[config.mk]
export PLATFORM = sky130hd
export DESIGN_NAME = rc_combiner
export DESIGN_NICKNAME = d
export VERILOG_FILES = /design/src/rtl/rc_pkg.sv /design/src/rtl/rc_holdoff.sv /design/src/rtl/rc_select.sv /design/src/rtl/rc_trim.sv /design/src/rtl/rc_combiner.sv
export SDC_FILE = /design/constraint.sdc
export NUM_CORES = 1
export LEC_CHECK = 0
export BUFFER_PORTS_ARGS = -buffer_cell sky130_fd_sc_hd__buf_2
export CAP_MARGIN = 20
export CORE_MARGIN = 2
export CORE_UTILIZATION = 43
export DETAILED_ROUTE_END_ITERATION = 6
export GPL_ROUTABILITY_DRIVEN = 0
export PLACE_DENSITY = 0.73
export SKIP_CTS_REPAIR_TIMING = 1
export SLEW_MARGIN = 25
export SYNTH_ARGS = -nofsm -noshare
export SYNTH_HDL_FRONTEND = slang
export SYNTH_SLANG_ARGS = --single-unit
[constraint.sdc]
create_clock -name clk -period 6.4 [get_ports clk]
set_input_delay 0.96 -clock clk [delete_from_list [all_inputs] [get_ports clk]]
set_output_delay 0.96 -clock clk [all_outputs]
set_load 0.02 [all_outputs]
[src/rtl/rc_pkg.sv]
package rc_pkg;

    localparam int RC_NPATH    = 3;
    localparam int RC_CODE_W   = 8;
    localparam int RC_STEP_SH  = 4;
    localparam int RC_HOLD_W   = 4;
    localparam int RC_TRIM_W   = 16;
    localparam int RC_TRIM_FRAC = 15;

    typedef enum logic [0:0] {
        HO_ARMED = 1'b0,
        HO_HOLD  = 1'b1
    } ho_state_e;

    // True when a two's-complement code sits on either rail
    function automatic logic code_is_rail(input logic [RC_CODE_W-1:0] c);
        logic [RC_CODE_W-1:0] pos_rail;
        logic [RC_CODE_W-1:0] neg_rail;
        pos_rail = {1'b0, {(RC_CODE_W-1){1'b1}}};
        neg_rail = {1'b1, {(RC_CODE_W-1){1'b0}}};
        return (c == pos_rail) || (c == neg_rail);
    endfunction

endpackage

[src/rtl/rc_holdoff.sv]
module rc_holdoff
    import rc_pkg::*;
#(
    parameter int HOLD_W = RC_HOLD_W
) (
    input  logic              clk,
    input  logic              rst_n,
    input  logic              sample_valid,
    input  logic              rail,
    input  logic [HOLD_W-1:0] holdoff,
    output logic              excluded
);

    ho_state_e         state, nxt_state;
    logic [HOLD_W-1:0] cnt, nxt_cnt;
    logic              hit;

    assign hit = sample_valid & rail;

    // State register
    always_ff @(posedge clk or negedge rst_n) begin
        if (!rst_n) begin
            state <= HO_ARMED;
            cnt   <= '0;
        end else begin
            state <= nxt_state;
            cnt   <= nxt_cnt;
        end
    end

    // Transitions
    always_comb begin
        nxt_state = state;
        nxt_cnt   = cnt;
        unique case (state)
            HO_ARMED: begin
                if (hit && (holdoff != '0)) begin
                    nxt_state = HO_HOLD;
                    nxt_cnt   = holdoff;
                end
            end
            HO_HOLD: begin
                if (hit) begin
                    if (holdoff == '0) begin
                        nxt_state = HO_ARMED;
                        nxt_cnt   = '0;
                    end else begin
                        nxt_cnt = holdoff;
                    end
                end else if (cnt <= HOLD_W'(1)) begin
                    nxt_state = HO_ARMED;
                    nxt_cnt   = '0;
                end else begin
                    nxt_cnt = cnt - HOLD_W'(1);
                end
            end
        endcase
    end

    // Outputs
    always_comb begin
        excluded = hit || (state == HO_HOLD);
    end

endmodule

[src/rtl/rc_select.sv]
module rc_select #(
    parameter int NPATH = 3,
    localparam int SEL_W = $clog2(NPATH)
) (
    input  logic [NPATH-1:0] usable,
    output logic [SEL_W-1:0] sel
);

    always_comb begin
        sel = SEL_W'(NPATH - 1);
        for (int i = NPATH - 2; i >= 0; i--) begin
            if (usable[i]) sel = SEL_W'(i);
        end
    end

endmodule

[src/rtl/rc_trim.sv]
module rc_trim #(
    parameter int OUT_W  = 16,
    parameter int TRIM_W = 16,
    parameter int FRAC   = 15
) (
    input  logic [OUT_W-1:0]  din,
    input  logic [TRIM_W-1:0] trim,
    output logic [OUT_W-1:0]  dout
);

    localparam int PW = OUT_W + TRIM_W + 1;
    localparam logic signed [PW-1:0] MAXV = (PW'(1) <<< (OUT_W - 1)) - PW'(1);
    localparam logic signed [PW-1:0] MINV = -MAXV - PW'(1);
    localparam logic signed [PW-1:0] HALF = PW'(1) <<< (FRAC - 1);

    logic signed [PW-1:0] a_ext, t_ext, prod, rnd, scaled;

    always_comb begin
        a_ext  = {{(PW-OUT_W){din[OUT_W-1]}}, din};
        t_ext  = {{(PW-TRIM_W){1'b0}}, trim};
        prod   = a_ext * t_ext;
        rnd    = prod + HALF;
        scaled = rnd >>> FRAC;
        if (scaled > MAXV)      dout = MAXV[OUT_W-1:0];
        else if (scaled < MINV) dout = MINV[OUT_W-1:0];
        else                    dout = scaled[OUT_W-1:0];
    end

endmodule

[src/rtl/rc_combiner.sv]
module rc_combiner
    import rc_pkg::*;
#(
    parameter int NPATH   = RC_NPATH,
    parameter int CODE_W  = RC_CODE_W,
    parameter int STEP_SH = RC_STEP_SH,
    parameter int HOLD_W  = RC_HOLD_W,
    parameter int TRIM_W  = RC_TRIM_W,
    localparam int OUT_W  = CODE_W + (NPATH - 1) * STEP_SH,
    localparam int SEL_W  = $clog2(NPATH)
) (
    input  logic                           clk,
    input  logic                           rst_n,
    input  logic                           in_valid,
    input  logic [NPATH-1:0][CODE_W-1:0]   path_code,
    input  logic [HOLD_W-1:0]              holdoff,
    input  logic [NPATH-1:0][TRIM_W-1:0]   gain_trim,
    input  logic                           ovl_clr,
    output logic                           out_valid,
    output logic [OUT_W-1:0]               out_sample,
    output logic [SEL_W-1:0]               out_path,
    output logic                           overload
);

    localparam int FRAC = TRIM_W - 1;

    // Rail detect and hold-off per sensitive path
    logic [NPATH-1:0] rail_w;
    logic [NPATH-2:0] excl_w;

    for (genvar g = 0; g < NPATH; g++) begin : g_rail
        assign rail_w[g] = code_is_rail(path_code[g]);
    end

    for (genvar g = 0; g < NPATH - 1; g++) begin : g_hold
        rc_holdoff #(.HOLD_W(HOLD_W)) u_ho (
            .clk          (clk),
            .rst_n        (rst_n),
            .sample_valid (in_valid),
            .rail         (rail_w[g]),
            .holdoff      (holdoff),
            .excluded     (excl_w[g])
        );
    end

    // Stage 1: capture codes and exclusion
    logic                         s1_valid;
    logic [NPATH-1:0][CODE_W-1:0] s1_code;
    logic [NPATH-1:0]             s1_excl;
    logic                         s1_top_rail;

    always_ff @(posedge clk or negedge rst_n) begin
        if (!rst_n) begin
            s1_valid    <= 1'b0;
            s1_code     <= '0;
            s1_excl     <= '0;
            s1_top_rail <= 1'b0;
        end else begin
            s1_valid    <= in_valid;
            s1_code     <= path_code;
            s1_excl     <= {1'b0, excl_w};
            s1_top_rail <= in_valid & rail_w[NPATH-1];
        end
    end

    // Stage 2: select and align
    logic [SEL_W-1:0]            sel_w;
    logic [NPATH-1:0][OUT_W-1:0] aligned_w;

    rc_select #(.NPATH(NPATH)) u_sel (
        .usable (~s1_excl),
        .sel    (sel_w)
    );

    for (genvar g = 0; g < NPATH; g++) begin : g_align
        assign aligned_w[g] =
            {{(OUT_W-CODE_W){s1_code[g][CODE_W-1]}}, s1_code[g]} << (g * STEP_SH);
    end

    logic              s2_valid;
    logic [OUT_W-1:0]  s2_aligned;
    logic [TRIM_W-1:0] s2_trim;
    logic [SEL_W-1:0]  s2_path;
    logic              s2_ovl;

    always_ff @(posedge clk or negedge rst_n) begin
        if (!rst_n) begin
            s2_valid   <= 1'b0;
            s2_aligned <= '0;
            s2_trim    <= '0;
            s2_path    <= '0;
            s2_ovl     <= 1'b0;
        end else begin
            s2_valid   <= s1_valid;
            s2_aligned <= aligned_w[sel_w];
            s2_trim    <= gain_trim[sel_w];
            s2_path    <= sel_w;
            s2_ovl     <= s1_valid & s1_top_rail & (sel_w == SEL_W'(NPATH - 1));
        end
    end

    // Stage 3: trim, round, saturate
    logic [OUT_W-1:0] trim_w;

    rc_trim #(.OUT_W(OUT_W), .TRIM_W(TRIM_W), .FRAC(FRAC)) u_trim (
        .din  (s2_aligned),
        .trim (s2_trim),
        .dout (trim_w)
    );

    always_ff @(posedge clk or negedge rst_n) begin
        if (!rst_n) begin
            out_valid  <= 1'b0;
            out_sample <= '0;
            out_path   <= '0;
            overload   <= 1'b0;
        end else begin
            out_valid <= s2_valid;
            if (s2_valid) begin
                out_sample <= trim_w;
                out_path   <= s2_path;
            end
            if (s2_valid && s2_ovl) overload <= 1'b1;
            else if (ovl_clr)       overload <= 1'b0;
        end
    end

endmodule

# --- Word-level counts from Yosys, hierarchy flattened ---
# Index checks and enable logic that the tools add are counted.
classes:
  add_sub_neg: 3
  n_lt_le_gt_ge: 5
  n_mul: 1
  bitwise: 8
  eq_ne: 9
  n_mux: 28
  reduce_logical: 11
op_table:
  columns: ["cell", "count"]
  rows:
  - ["$bmux 16 s2", 2]
  - ["$mux 16", 4]
  - ["$add 33x16->33 const B", 1]
  - ["$mul 16x17->33", 1]
  - ["$mux 4", 7]
  - ["$eq 8x7->1 const B", 3]
  - ["$eq 8x8->1 const B", 3]
  - ["$gt 18x16->1 const B", 1]
  - ["$lt 18x16->1 const B", 1]
  - ["$pmux 4 s2", 2]
  - ["$mux 1", 9]
  - ["$le 4x1->1 const B", 2]
  - ["$sub 4x1->4 const B", 2]
  - ["$and 1x1->1", 5]
  - ["$logic_or 1x1->1", 5]
  - ["$logic_not 4->1", 1]
  - ["$mux 2", 2]
  - ["$ne 2x1->1 const B", 2]
  - ["$pmux 1 s2", 2]
  - ["$reduce_bool 4->1", 1]
  - ["$logic_and 1x1->1", 3]
  - ["$lt 2x3->1 const B", 1]
  - ["$eq 2x2->1 const B", 1]
  - ["$not 1->1", 2]
  - ["2 further kinds", 2]
word_totals:
  word_cells: 84
  inputBits: 80
  output_inout_bits: 20
  reg_bits: 94

# --- Longest topological paths before layout ---
depth:
  depth_word: 6
  depth_mapped: 24
  mapped_depth_nobuf: 22

# --- Hierarchy ---
# From an unflattened synthesis, not the netlist that was laid out.
hier_totals:
  hier_cells: 1316
  area_unflattened_um2: 12657.1
modules_own_cells:
  columns: ["mod", "cells_per_inst", "seq_area_each_um2", "area_per_inst_um2", "n_inst"]
  rows:
  - ["rc_trim", 1033, 0.0, 8898.5, 1]
  - ["rc_combiner", 223, 2102.0, 3123.0, 1]
  - ["rc_holdoff", 29, 125.1, 309.0, 2]
  - ["rc_select", 2, 0.0, 17.5, 1]

# --- Least setup slack after synthesis ---
# No wires, ideal clock.
synth_timing:
  path_kind: "reg2reg"
  start: "register s2_aligned[1]"
  end: "register out_sample[1]"
  required_time_ns: 6.274
  stages_incl_launch_ff: 23
  setup_time_ns: 0.126
  path_buffers: 2
  arrival_time_ns: 5.997
  synth_period_minus_slack_ns: 6.123
  slack_ns: 0.277
  cell_sequence: "dfrtp_1 clkbuf_1 nand2_1 fa_1 fa_1 fa_1 fa_1 inv_1 fa_1 inv_1 fa_1 inv_1 ha_1 a21oi_2 o21ai_2 a311oi_2 nor3_1 nor4b_2 nor2_1 xor2_1 a21o_1 buf_6 a221o_1"
synth_between:
  elab_chain_len: 5
  word_cells_on_any_way: 6
  cone_classes: "1 x add/sub; 1 x mul; 2 x order compare; 2 x mux"
synth_rtl:
  columns: ["element", "line_no", "source"]
  rows:
  - ["from (decl)", "rc_combiner.sv:81", "logic [OUT_W-1:0] s2_aligned;"]
  - ["from (signal assigned)", "rc_combiner.sv:95", "s2_aligned <= aligned_w[sel_w];"]
  - ["$mul 16x17->33 *", "rc_trim.sv:21", "prod = a_ext * t_ext;"]
  - ["$add 33x16->33 *", "rc_trim.sv:22", "rnd = prod + HALF;"]
  - ["$lt 18x16->1", "rc_trim.sv:25", "else if (scaled < MINV) dout = MINV[OUT_W-1:0];"]
  - ["$mux 16", "rc_trim.sv:25", null]
  - ["$mux 16 *", "rc_trim.sv:24", "if (scaled > MAXV) dout = MAXV[OUT_W-1:0];"]
  - ["to (signal assigned)", "rc_combiner.sv:120", "out_sample <= trim_w;"]
  - ["to (decl)", "rc_combiner.sv:20", "output logic [OUT_W-1:0] out_sample,"]
# Mark *: on every way between the ends. The rest lies on a longest branch, timed or not.
# A chain may end at the register's enable or synchronous reset.

# --- Worst setup path in the final report ---
layout_timing:
  start: "register s2_aligned[4]"
  end: "register out_sample[8]"
# The elaborated chain is that of the path after synthesis.

==> impl_results.md <==
- Top post-synthesis cells by area: fa_1, dfrtp_1, ha_1
- Critical Path RT: 6.63 ns
- Inst Count DP: 1765
- Pre-antenna DRT Iters: 5
- Critical Path Slowest Stage Cell: fa_1
- Hold Fails Final Rpt: 0
- Max clock buf depth: 2
- HP Class: flop to flop
- Vias in the first global route: 9450
- Routed vias: 9221
- Layout cell share with drive strength beyond 1: 17.0%
- Filler cell count: 2529
- HPWL Detailed: 23.6 mm
- Placed cell area: 13300 sq um
- Cells after Synth: 1282
- Commonest non-fill, non-tap cell in the layout: inv_1
- Cell area after synthesis: 12100 sq um
- Die extent in x: 172 microns
- Crit. Startpoint: s2_aligned[4]$_DFF_PN0_
- Warnings from Yosys: 0
- Vias per Instance: 5.14
- Worst path cell trace: clkbuf_4 > and2_1 > fa_1 > inv_1 > fa_1 > fa_1 > inv_1 > fa_1 > fa_1 > inv_1 > fa_1 > inv_1 > ha_1 > buf_4 > nand2_1 > nor2_1 > o211ai_1 > nor3_2 > nor4b_4 > or3_4 > and4_4 > a221o_1
- Reg-to-Reg End: out_sample[8]$_DFFE_PN0P_
- #FFs+latches synth: 94
- Area grow syn2layout: 14.7%
- FF+latch area: 2380 sq um
- Final period utilization: 97.5%
- Largest net degree at the start of global routing: 57
- Max-Cap Viols: 0
- Die Area: 29500 sq um
- Worst skew pair latency: 0.36 ns
- Final Setup Violations: 0
- Min Clock Period, post-route: 6.24 ns
- Final cell count without fillers: 1794
- Row count: 61
- Routed WL: 29.0 mm
- CP Launch Type: flop
- Synth top area share: 32.1%
- Outcome: finished, final reports clean
- Worst EP arrival: 6.47 ns
- Antenna-violating nets left: 0
- Multi-input logic area: 8800 sq um
- CP peak stage delay: 0.54 ns
- Worst setup path endpoint: out_sample[8]$_DFFE_PN0P_
- Syn Area/Cell: 9.44 sq um
- CTS tree: yes
- Post-synth ARST share: 100%
- First-pass GRT wire length: 46.7 mm
- FF-to-FF setup slack: 0.16 ns
- Crit end category: flop
- DRT iter0 DRCs: 536
- Total grt overflow: 0
- Initial antenna violation count: 0
- Initial Util: 43.6%
- Fin Hold WS: 0.391 ns
- IO Port Bufs: 99
- Fin Clk Skew: 0.0119 ns
- Fmax achieved: 160 MHz
- CTS H-Tree Depth: 3
- Seq/Total Area, Yosys: 19.4%
- Core Box Area: 27800 sq um
- Die Ht: 172 microns
- Synth cell types: 56
- Worst-Margin Slew: 0.847 ns
- N_diodes: 0
- Commonest non-fill, non-tap cells in the layout: inv_1, fa_1, nand2_1
- R2R cell count: 22
- Fin. max-slew vios: 0
- Max_slew headroom: 42.8%
- Critical path fanouts, max: 7
- Top cell by count, worst path: fa_1
- Clk slew on worst S/H paths: 0.08 ns
- Wire length per cell: 16.2 microns
- Post-synth EDFFs: 0
- CTS root buf: clkbuf_16
- Top FF cell, synth: dfrtp_1
- DRC Markers: 0
- Post-synth net total: 1677
- Setup Crit Path Kind: flop to flop
- Clock sink count: 94
- Overall routing resource usage: 20.2%
- RR Startpoint: s2_aligned[4]$_DFF_PN0_
- # IOs: 100
- Largest area contributor in the netlist: fa_1
- Final Instance Area: 13900 sq um
- TritonCTS Buffers: 9
- Final Net Count: 1806
## kinds of logic after synthesis
family | synth area share (%)
xor+xnor | 1.23
compound gates | 7.58
simple gates | 16.1
flops | 19.4
mux | 1.76
fa+ha+maj | 44.6
buf+inv | 9.31
## critical path, delay by kind of cell, from the launching register on
| family | cells | cell delay [ns] |
|---|---|---|
| AOI/OAI and AO/OA | 2 | 0.42 |
| buffers and inverters | 6 | 0.56 |
| and+or+nand+nor | 7 | 1.39 |
| adders and majority gates | 7 | 3.29 |
| DFF | 1 | 0.46 |
## how the worst min path moves through the flow
stage                        from                  to  slack (ns)  depth (start not counted)
2_1_floorplan  s1_valid$_DFF_PN0_  s2_valid$_DFF_PN0_        0.35                          0
3_3_place_gp   s1_valid$_DFF_PN0_  s2_valid$_DFF_PN0_        0.36                          0
3_5_place_dp   s1_valid$_DFF_PN0_  s2_valid$_DFF_PN0_        0.38                          0
4_1_cts        s1_valid$_DFF_PN0_  s2_valid$_DFF_PN0_        0.39                          0
5_1_grt        s1_valid$_DFF_PN0_  s2_valid$_DFF_PN0_        0.41                          0
6_report       s1_valid$_DFF_PN0_  s2_valid$_DFF_PN0_        0.39                          0
## cells in the mapped netlist (4+ instances only)
cell type and n:
dfrtp_1 94, fa_1 194, nor2b_1 5, o221ai_1 5
nor3_1 7, xor2_1 10, o21ai_1 6, nor4_1 4
mux2i_1 19, o211ai_1 5, a221o_1 12, o21ai_0 25
xnor2_1 7, and2_1 112, clkbuf_1 39, a21oi_2 5
a21oi_1 54, nor2_1 53, nand4_1 7, nand2b_1 12
nand2_1 173, ha_1 121, inv_1 253
## stage by stage
| step | setup TNS [ns] | util [%] | setup slack (ns) |
|---|---|---|---|
| after floorplan | 0 | - | 0.277 |
| after global placement | 0 | 47.8 | 0.0992 |
| after detailed placement | -0.470 | 47.8 | -0.0476 |
| after CTS | -0.756 | 48.9 | -0.0767 |
| after global routing | -0.0747 | 50.0 | -0.0212 |
| final | 0 | 50.0 | 0.163 |
## metal layers
metal  global-route usage [%]  wire length, microns  share of wire (%)
met2                     35.7                 14600                 50
met3                     2.69                  1500                5.2
met5                        0                     0                  0
met4                     5.85                   777                2.7
met1                     25.8                 12100                 42
## final cells by class
type                            instances  area share, %
Sequential cell                        94           17.1
Clock inverter                          7          0.586
Inverter                              255           6.89
Tap cell                              378           3.41
Timing Repair Buffer                  158           6.96
Multi-Input combinational cell        893           63.4
Clock buffer                            9           1.62
## registers in the layout (all words and copies together), names as in the netlist, 2 cells and up
name and cells:
s2_trim 16, s2_path 2, out_sample 16, s2_aligned 16, g_hold.u_ho.state 2, g_hold.u_ho.cnt 8
out_path 2, aligned_w 24, s1_excl 2
Power is left out: the tool's default activity adds up to more than one toggle a clock period on the data nets, which glitch-free logic cannot reach.
